--- src/rtl/lvp_pkg.sv ---
package lvp_pkg;

   // What a trained update does to its entry
   typedef enum logic [1:0] {
      ACT_ALLOC      = 2'd0,
      ACT_STRENGTHEN = 2'd1,
      ACT_WEAKEN     = 2'd2,
      ACT_REPLACE    = 2'd3
   } lvp_act_e;

endpackage

--- src/rtl/lvp_addr_split.sv ---
module lvp_addr_split #(
   parameter int ADDR_W  = 32,
   parameter int IDX_LSB = 2,
   parameter int IDX_W   = 6,
   parameter int TAG_W   = 4,
   localparam int TAG_BITS = (TAG_W > 0) ? TAG_W : 1
) (
   input  logic [ADDR_W-1:0]   pc,
   output logic [IDX_W-1:0]    idx,
   output logic [TAG_BITS-1:0] tag
);

   generate
      if (IDX_LSB + IDX_W + TAG_W > ADDR_W) begin : g_bad_split
         $error("lvp_addr_split: index and tag do not fit in the address");
      end
      if (IDX_W < 1) begin : g_bad_idx
         $error("lvp_addr_split: IDX_W must be at least 1");
      end
   endgenerate

   assign idx = pc[IDX_LSB +: IDX_W];

   generate
      if (TAG_W > 0) begin : g_tag
         assign tag = pc[IDX_LSB + IDX_W +: TAG_W];
      end else begin : g_notag
         assign tag = '0;
      end
   endgenerate

endmodule

--- src/rtl/lvp_train_ctl.sv ---
module lvp_train_ctl
   import lvp_pkg::*;
#(
   parameter int DATA_W   = 32,
   parameter int TAG_BITS = 4,
   parameter int CNT_W    = 2,
   parameter int THRESH   = 2
) (
   input  logic                ent_valid,
   input  logic [TAG_BITS-1:0] ent_tag,
   input  logic [CNT_W-1:0]    ent_cnt,
   input  logic [DATA_W-1:0]   ent_value,
   input  logic [TAG_BITS-1:0] in_tag,
   input  logic [DATA_W-1:0]   in_result,
   output lvp_act_e            act,
   output logic [CNT_W-1:0]    nxt_cnt,
   output logic [DATA_W-1:0]   nxt_value
);

   localparam int               CNT_MAX_I = (1 << CNT_W) - 1;
   localparam logic [CNT_W-1:0] CNT_MAX   = CNT_W'(CNT_MAX_I);
   localparam logic [CNT_W-1:0] THR       = CNT_W'(THRESH);

   generate
      if (THRESH < 1 || THRESH > CNT_MAX_I) begin : g_bad_thr
         $error("lvp_train_ctl: THRESH must lie in 1 .. 2**CNT_W-1");
      end
   endgenerate

   logic tag_ok;
   logic same;

   assign tag_ok = ent_valid && (ent_tag == in_tag);
   assign same   = (ent_value == in_result);

   always_comb begin
      if (!tag_ok) begin
         act       = ACT_ALLOC;
         nxt_cnt   = '0;
         nxt_value = in_result;
      end else if (same) begin
         act       = ACT_STRENGTHEN;
         nxt_cnt   = (ent_cnt == CNT_MAX) ? ent_cnt : ent_cnt + 1'b1;
         nxt_value = ent_value;
      end else if (ent_cnt >= THR) begin
         act       = ACT_WEAKEN;
         nxt_cnt   = ent_cnt - 1'b1;
         nxt_value = ent_value;
      end else begin
         act       = ACT_REPLACE;
         nxt_cnt   = '0;
         nxt_value = in_result;
      end
   end

endmodule

--- src/rtl/lvp_table.sv ---
module lvp_table #(
   parameter int IDX_W    = 6,
   parameter int TAG_BITS = 4,
   parameter int CNT_W    = 2,
   parameter int DATA_W   = 32,
   localparam int DEPTH   = 1 << IDX_W
) (
   input  logic                clk,
   input  logic                rst_n,
   // read port A (lookup)
   input  logic [IDX_W-1:0]    a_idx,
   output logic                a_valid,
   output logic [TAG_BITS-1:0] a_tag,
   output logic [CNT_W-1:0]    a_cnt,
   output logic [DATA_W-1:0]   a_value,
   // read port B (training)
   input  logic [IDX_W-1:0]    b_idx,
   output logic                b_valid,
   output logic [TAG_BITS-1:0] b_tag,
   output logic [CNT_W-1:0]    b_cnt,
   output logic [DATA_W-1:0]   b_value,
   // write port
   input  logic                wr_en,
   input  logic [IDX_W-1:0]    wr_idx,
   input  logic [TAG_BITS-1:0] wr_tag,
   input  logic [CNT_W-1:0]    wr_cnt,
   input  logic [DATA_W-1:0]   wr_value
);

   generate
      if (DEPTH > 4096) begin : g_bad_depth
         $error("lvp_table: table deeper than 4096 entries");
      end
   endgenerate

   logic                valid_q [DEPTH];
   logic [CNT_W-1:0]    cnt_q   [DEPTH];
   logic [TAG_BITS-1:0] tag_q   [DEPTH];
   logic [DATA_W-1:0]   val_q   [DEPTH];

   // control state: cleared by reset
   always_ff @(posedge clk or negedge rst_n) begin
      if (!rst_n) begin
         for (int i = 0; i < DEPTH; i++) begin
            valid_q[i] <= 1'b0;
            cnt_q[i]   <= '0;
         end
      end else if (wr_en) begin
         valid_q[wr_idx] <= 1'b1;
         cnt_q[wr_idx]   <= wr_cnt;
      end
   end

   // payload: qualified by valid, no reset needed
   always_ff @(posedge clk) begin
      if (wr_en) begin
         tag_q[wr_idx] <= wr_tag;
         val_q[wr_idx] <= wr_value;
      end
   end

   assign a_valid = valid_q[a_idx];
   assign a_tag   = tag_q[a_idx];
   assign a_cnt   = cnt_q[a_idx];
   assign a_value = val_q[a_idx];

   assign b_valid = valid_q[b_idx];
   assign b_tag   = tag_q[b_idx];
   assign b_cnt   = cnt_q[b_idx];
   assign b_value = val_q[b_idx];

endmodule

--- src/rtl/lastval_pred.sv ---
module lastval_pred
   import lvp_pkg::*;
#(
   parameter int ADDR_W  = 32,
   parameter int DATA_W  = 32,
   parameter int IDX_LSB = 2,
   parameter int IDX_W   = 6,
   parameter int TAG_W   = 4,
   parameter int CNT_W   = 2,
   parameter int THRESH  = 2,
   localparam int TAG_BITS = (TAG_W > 0) ? TAG_W : 1
) (
   input  logic              clk,
   input  logic              rst_n,
   input  logic [ADDR_W-1:0] lk_pc,
   output logic              lk_hit,
   output logic [DATA_W-1:0] lk_value,
   input  logic              up_en,
   input  logic              up_wr_reg,
   input  logic [ADDR_W-1:0] up_pc,
   input  logic [DATA_W-1:0] up_result
);

   localparam logic [CNT_W-1:0] THR = CNT_W'(THRESH);

   logic [IDX_W-1:0]    lk_idx, up_idx;
   logic [TAG_BITS-1:0] lk_tag, up_tag;

   logic                lk_ent_valid, up_ent_valid;
   logic [TAG_BITS-1:0] lk_ent_tag,   up_ent_tag;
   logic [CNT_W-1:0]    lk_ent_cnt,   up_ent_cnt;
   logic [DATA_W-1:0]   lk_ent_value, up_ent_value;

   lvp_act_e            upd_act;
   logic [CNT_W-1:0]    wr_cnt;
   logic [DATA_W-1:0]   wr_value;
   logic                train;

   lvp_addr_split #(
      .ADDR_W(ADDR_W), .IDX_LSB(IDX_LSB), .IDX_W(IDX_W), .TAG_W(TAG_W)
   ) u_lk_split (
      .pc(lk_pc), .idx(lk_idx), .tag(lk_tag)
   );

   lvp_addr_split #(
      .ADDR_W(ADDR_W), .IDX_LSB(IDX_LSB), .IDX_W(IDX_W), .TAG_W(TAG_W)
   ) u_up_split (
      .pc(up_pc), .idx(up_idx), .tag(up_tag)
   );

   lvp_table #(
      .IDX_W(IDX_W), .TAG_BITS(TAG_BITS), .CNT_W(CNT_W), .DATA_W(DATA_W)
   ) u_table (
      .clk      (clk),
      .rst_n    (rst_n),
      .a_idx    (lk_idx),
      .a_valid  (lk_ent_valid),
      .a_tag    (lk_ent_tag),
      .a_cnt    (lk_ent_cnt),
      .a_value  (lk_ent_value),
      .b_idx    (up_idx),
      .b_valid  (up_ent_valid),
      .b_tag    (up_ent_tag),
      .b_cnt    (up_ent_cnt),
      .b_value  (up_ent_value),
      .wr_en    (train),
      .wr_idx   (up_idx),
      .wr_tag   (up_tag),
      .wr_cnt   (wr_cnt),
      .wr_value (wr_value)
   );

   lvp_train_ctl #(
      .DATA_W(DATA_W), .TAG_BITS(TAG_BITS), .CNT_W(CNT_W), .THRESH(THRESH)
   ) u_ctl (
      .ent_valid (up_ent_valid),
      .ent_tag   (up_ent_tag),
      .ent_cnt   (up_ent_cnt),
      .ent_value (up_ent_value),
      .in_tag    (up_tag),
      .in_result (up_result),
      .act       (upd_act),
      .nxt_cnt   (wr_cnt),
      .nxt_value (wr_value)
   );

   // only register-writing instructions train the table
   assign train = up_en && up_wr_reg;

   assign lk_hit   = lk_ent_valid && (lk_ent_tag == lk_tag) && (lk_ent_cnt >= THR);
   assign lk_value = lk_ent_value;

endmodule

--- config.mk ---
export PLATFORM = sky130hd
export DESIGN_NAME = lastval_pred
export DESIGN_NICKNAME = d
export VERILOG_FILES = /design/src/rtl/lvp_pkg.sv /design/src/rtl/lvp_addr_split.sv /design/src/rtl/lvp_train_ctl.sv /design/src/rtl/lvp_table.sv /design/src/rtl/lastval_pred.sv
export SDC_FILE = /design/constraint.sdc
export NUM_CORES = 2
export LEC_CHECK = 0
export BUFFER_PORTS_ARGS = -buffer_cell sky130_fd_sc_hd__buf_2
export CAP_MARGIN = 10
export CORE_ASPECT_RATIO = 1.5
export CORE_MARGIN = 2
export CORE_UTILIZATION = 60
export DETAILED_ROUTE_END_ITERATION = 8
export HOLD_SLACK_MARGIN = 0.12
export PLACE_DENSITY = 0.73
export REMOVE_ABC_BUFFERS = 1
export SYNTH_ARGS = -nofsm -noshare
export SYNTH_HDL_FRONTEND = slang
export SYNTH_HIERARCHICAL = 1
export SYNTH_SLANG_ARGS = --single-unit
--- constraint.sdc ---
create_clock -name clk -period 14.8 [get_ports clk]
set_clock_uncertainty 0.15 [all_clocks]
set_input_delay 0.74 -clock clk [delete_from_list [all_inputs] [get_ports clk]]
set_output_delay 0.74 -clock clk [all_outputs]
set_load 0.005 [all_outputs]
# After elaboration in Yosys (flattened, before gate mapping)
# Memories as Yosys holds them, arrays and structs flattened.
# Index checks and enable logic that the tools add are counted.
[totals]
rom_bits = 0
inputBits = 100
n_memories = 2
word_cells = 175
latchBits = 0
ramBits = 2304
reg_bits = 192
[memory_table]
columns = ["name", "words", "word_bits", "read_ports", "rd_clocked_by_memory_dff", "write_ports", "line_no", "rtl"]
rows = [
  ["u_table.val_q", 64, 32, 2, 0, 1, "lvp_table.sv:39", "logic [DATA_W-1:0] val_q [DEPTH];"],
  ["u_table.tag_q", 64, 4, 2, 0, 1, "lvp_table.sv:38", "logic [TAG_BITS-1:0] tag_q [DEPTH];"],
]
[op_classes]
order_cmp = 5
n_mul = 0
shifts = 0
n_eq_ne = 4
n_bitwise = 3
mux = 26
div = 0
add_sub_neg = 2
reduce_logical = 5
[op_table]
columns = ["operator", "count"]
rows = [
  ["bitwise mux 128 bit", 1],
  ["2-to-1 mux 32 bit", 3],
  ["OR 64 bit", 1],
  ["equality test 32 bit", 1],
  ["binary-select mux 2 bit (select 6 bit)", 2],
  ["2-to-1 mux 2 bit", 9],
  [">= comparator 7 bit, second input constant", 2],
  ["NOT 6 -> 7 bit", 2],
  ["binary-select mux 1 bit (select 6 bit)", 2],
  ["demux 2 bit (select 6 bit)", 1],
  ["equality test 4 bit", 2],
  ["less-than comparator 7 x 1 -> 1 bit, second input constant", 1],
  ["2-to-1 mux 1 bit", 7],
  ["demux 1 bit (select 6 bit)", 1],
  ["logical AND 1 bit", 5],
  [">= comparator 2 bit, second input constant", 2],
  ["adder 2 x 1 -> 2 bit, second input constant", 1],
  ["equality test 2 bit, second input constant", 1],
  ["subtractor 2 x 1 -> 2 bit, second input constant", 1],
]

# Depth between registers and ports, before layout
[logic_depth]
depth_word = 9
mapped_depth = 22

# Modules after synthesis
# Netlist, hierarchy kept.
[by_module_without_submodules]
columns = ["mod", "area_each_um2", "cells_per_inst", "instances", "seq_area_each_um2"]
rows = [
  ["lvp_table", 114930.2, 5591, 1, 73991.0],
  ["lvp_train_ctl", 1828.0, 326, 1, 0.0],
  ["lvp_addr_split", 75.1, 10, 2, 0.0],
  ["lastval_pred", 65.1, 9, 1, 0.0],
]

# Worst setup path before layout
# Ideal clock, no wire load.
[synth_path]
path_type = "input to register"
start = "input up_pc[3]"
end = "memory u_table.val_q[0][2], data pin"
setup_slack_ps = 9186
t_required_ps = 14272
cell_stages = 14
arrival_time_ps = 5086
setup_ps = 378
n_path_buf = 5
cell_sequence = "buf_4 -> buf_2 -> buf_1 -> mux4_2 -> mux2i_1 -> o22ai_1 -> or4_1 -> xor2_1 -> nor4_1 -> and4_1 -> clkbuf_1 -> clkbuf_1 -> nand4_1 -> nand3_1"
[synth_lines]
columns = ["element", "line_no", "rtl"]
rows = [
  ["start: declaration", "lastval_pred.sv:20", "input logic [ADDR_W-1:0] up_pc,"],
  ["memory read (64 x 32 bit)", "--", ""],
  ["named net up_ent_value[24]", "lastval_pred.sv:32", "logic [DATA_W-1:0] lk_ent_value, up_ent_value;"],
  ["equality test 32 bit", "lvp_train_ctl.sv:34", "assign same = (ent_value == in_result);"],
  ["2-to-1 mux 32 bit", "lvp_train_ctl.sv:41", "end else if (same) begin"],
  ["2-to-1 mux 32 bit", "lvp_train_ctl.sv:37", "if (!tag_ok) begin"],
  ["named net wr_value[2]", "lastval_pred.sv:36", "logic [DATA_W-1:0] wr_value;"],
  ["end: declaration", "lvp_table.sv:39", ""],
]
# The timed path passes the listed nets, and every way through them passes these cells. The select of a mux whose other input is x is not followed.

# Worst setup path in the final report
[layout_path]
start = "input up_pc[2]"
end = "memory u_table.val_q[31][2], data pin"
# Same word-level chain as after synthesis.

==> out/metrics.yaml <==
grt:
  track_usage_pct: 39.4
  antenna_found_initial: 30
  grt_start_max_net_pins: 99
  grt_pass1_wl_um: 532000
  gr-total-overflow: 0
  grt_pass1_vias: 69300
power_and_ir_drop:
  switching_share_pct: 23.0
  vdd_ir_drop_max_mv: 0.113
  p_int_w: 0.0114
  seq_power_share_pct: 52.3
  power_frac_clock_pct: 39.4
  p_leak_nw: 44.4
  pwr-share-comb_pct: 8.3
  finalPower_w: 0.0149
  power_density_nw_per_um2: 116
  p_switching_w: 0.00342
route:
  routed-via-count: 70000
  drt_iter0_markers: 12800
  via_per_inst: 8.00
  drc: 0
  routed_wl_um: 388000
  drtPass1Iterations: 6
  final_antenna_net_count: 0
  drt-wirelength-per-cell_um: 44.3
finish:
  final_cells: 8751
  area_growth_pct: 9.76
  final_util_pct: 66.1
  mostFrequentLayoutCell: "edfxtp_1"
  regArea_sq_um: 74000
  multi_input_area_sq_um: 40700
  final_layout_size_suffix_gt1_share_pct: 35.8
  fillers: 12600
  final_area_sq_um: 128000
  fin_nets: 6050
  final_cell_mix: "2,304 x edfxtp_1, 1,229 x mux4_2, 350 x mux2i_1"
critical_path:
  cp_max_fo: 89
  critPathLaunchType: "input port"
  max_stage_delay_ns: 1.02
  endpoint_kind: "flop"
  critPathMostFrequentCell: "buf_12"
  required_ns: 14.93
  arrival_ns: 8.42
  cp_cell_sequence: "buf_8 -> buf_12 -> buf_12 -> mux4_2 -> mux2i_1 -> o22ai_1 -> nor3_1 -> o221ai_1 -> xor2_1 -> nor4_1 -> nand4_1 -> buf_4 -> o21ai_0 -> nand3_2"
  path_class: "in2reg"
  cpMaxStageDelayCell: "nor4_1"
  crit_family: "simple AND/OR/NAND/NOR gates"
  cp.buffers_inverters: 4
clocking:
  postCtsSetupBuffers: 0
  cts_buffer_depth: 4
  clk_pin_slew_worst_paths_ns: 0.07
  cts-root-buf: "clkbuf_16"
  clock_latency_ns: 0.94
  cts_buffers: 228
  h-tree-depth: 4
  cts_tree: "yes"
  cts_sinks: 2496
floorplanning:
  ioPinCount: 133
  die_area_sq_um: 198000
  placementRows: 198
  start_util_pct: 60.2
  die_y_um: 544
  core-area_sq_um: 193000
  dieWidth_um: 364
synthesis:
  yosysWarnings: 6
  synth_cells: 5911
  netlist_area_sq_um: 116000
  syn_area_per_cell_sq_um: 19.7
place:
  portBuffers: 88
  post_dp_cell_area_sq_um: 120000
  place.gp.congestion: 0.955
  dp_hpwl_um: 228000
  dp.cells: 8299
timing:
  worst_pin_slew_ns: 1.36
  layout_min_cycle_time_ns: 8.29
  max_slew_margin_pct: 9.02
  fmax_mhz: 121
  setup_tns_ns: 0
  drv_slew: 0
  rsz0062_at_grt: "no"
  fin_crit_sh_pct: 56.0
  finalSetupViolCount: 0
  hold_violations: 0
hold_path:
  holdCritPathClass: "in2reg"
job:
  maxCapViolCount: 0
run_status:
  outcome: "finished clean"
[power groups by stage]
stage / combinational (W) / clock, W / sequential, W
after floorplan: 0.000581 / 0 / 0.00792
after global placement: 0.00117 / 0 / 0.00793
after detailed placement: 0.00119 / 0 / 0.00793
after CTS: 0.00119 / 0.00587 / 0.00778
after global routing: 0.00126 / 0.00612 / 0.00778
final: 0.00123 / 0.00586 / 0.00778
[state kept, by name (all words and copies together) (netlist names)]
name             flops
u_table/valid_q     64
u_table/val_q     2048
u_table/tag_q      256
u_table/cnt_q      128
[worst paths after layout]
check / slack (ns) / endpoint / cells past startpoint / start
min reg2reg: 0.34 / u_table/valid_q[20]$_DFFE_PN0P_ / 1 / u_table/valid_q[20]$_DFFE_PN0P_
max: 6.51 / u_table/val_q[31][2]$_DFFE_PP_ / 14 / up_pc[2]
min in group asynchronous: 0.26 / u_table/cnt_q[118]$_DFFE_PN0P_ / 2 / rst_n
max reg2reg: 7.61 / u_table/val_q[59][17]$_DFFE_PP_ / 11 / u_table/val_q[15][14]$_DFFE_PP_
min: 0.18 / u_table/val_q[49][18]$_DFFE_PP_ / 3 / up_result[18]
max in group asynchronous: 12.09 / u_table/cnt_q[125]$_DFFE_PN0P_ / 4 / rst_n
[area by class of cell]
type                            instances  area share [%]
Antenna cell                           23          0.0450
Multi-Input combinational cell       2908            31.9
Inverter                                5          0.0147
Timing Repair Buffer                  311            2.06
Clock inverter                        143           0.999
Tap cell                             2600            2.54
Sequential cell                      2496            57.9
Clock buffer                          265            4.61
[worst min-delay path: stages]
cell	delay, ns
buf_2	0.10
a21oi_1	0.07
nand3_2	0.20
[metal layers]
| metal | share of wire [%] | global-route usage (%) |
|---|---|---|
| met5 | 0.027 | 0.0245 |
| met4 | 9.0 | 28.4 |
| met3 | 14 | 11.8 |
| met2 | 46 | 59.4 |
| met1 | 31 | 49.1 |
[metrics by stage]
step / hold WS (ns) / setup slack, ns
floorplan: 0.294 / 6.78
finish: 0.182 / 6.51
global placement: 0.314 / 6.08
CTS: 0.264 / 6.87
detailed placement: 0.323 / 5.97
global route: 0.195 / 6.38
[what timing repair did]
item | 4_1_cts | 5_1_grt
hold buffers | 1 | 0
gates resized for setup | 0 | 0
endpoints found under the hold margin | 72 | 0
setup endpoints to repair | 0 | 0
(Power assumes the default switching activity.)
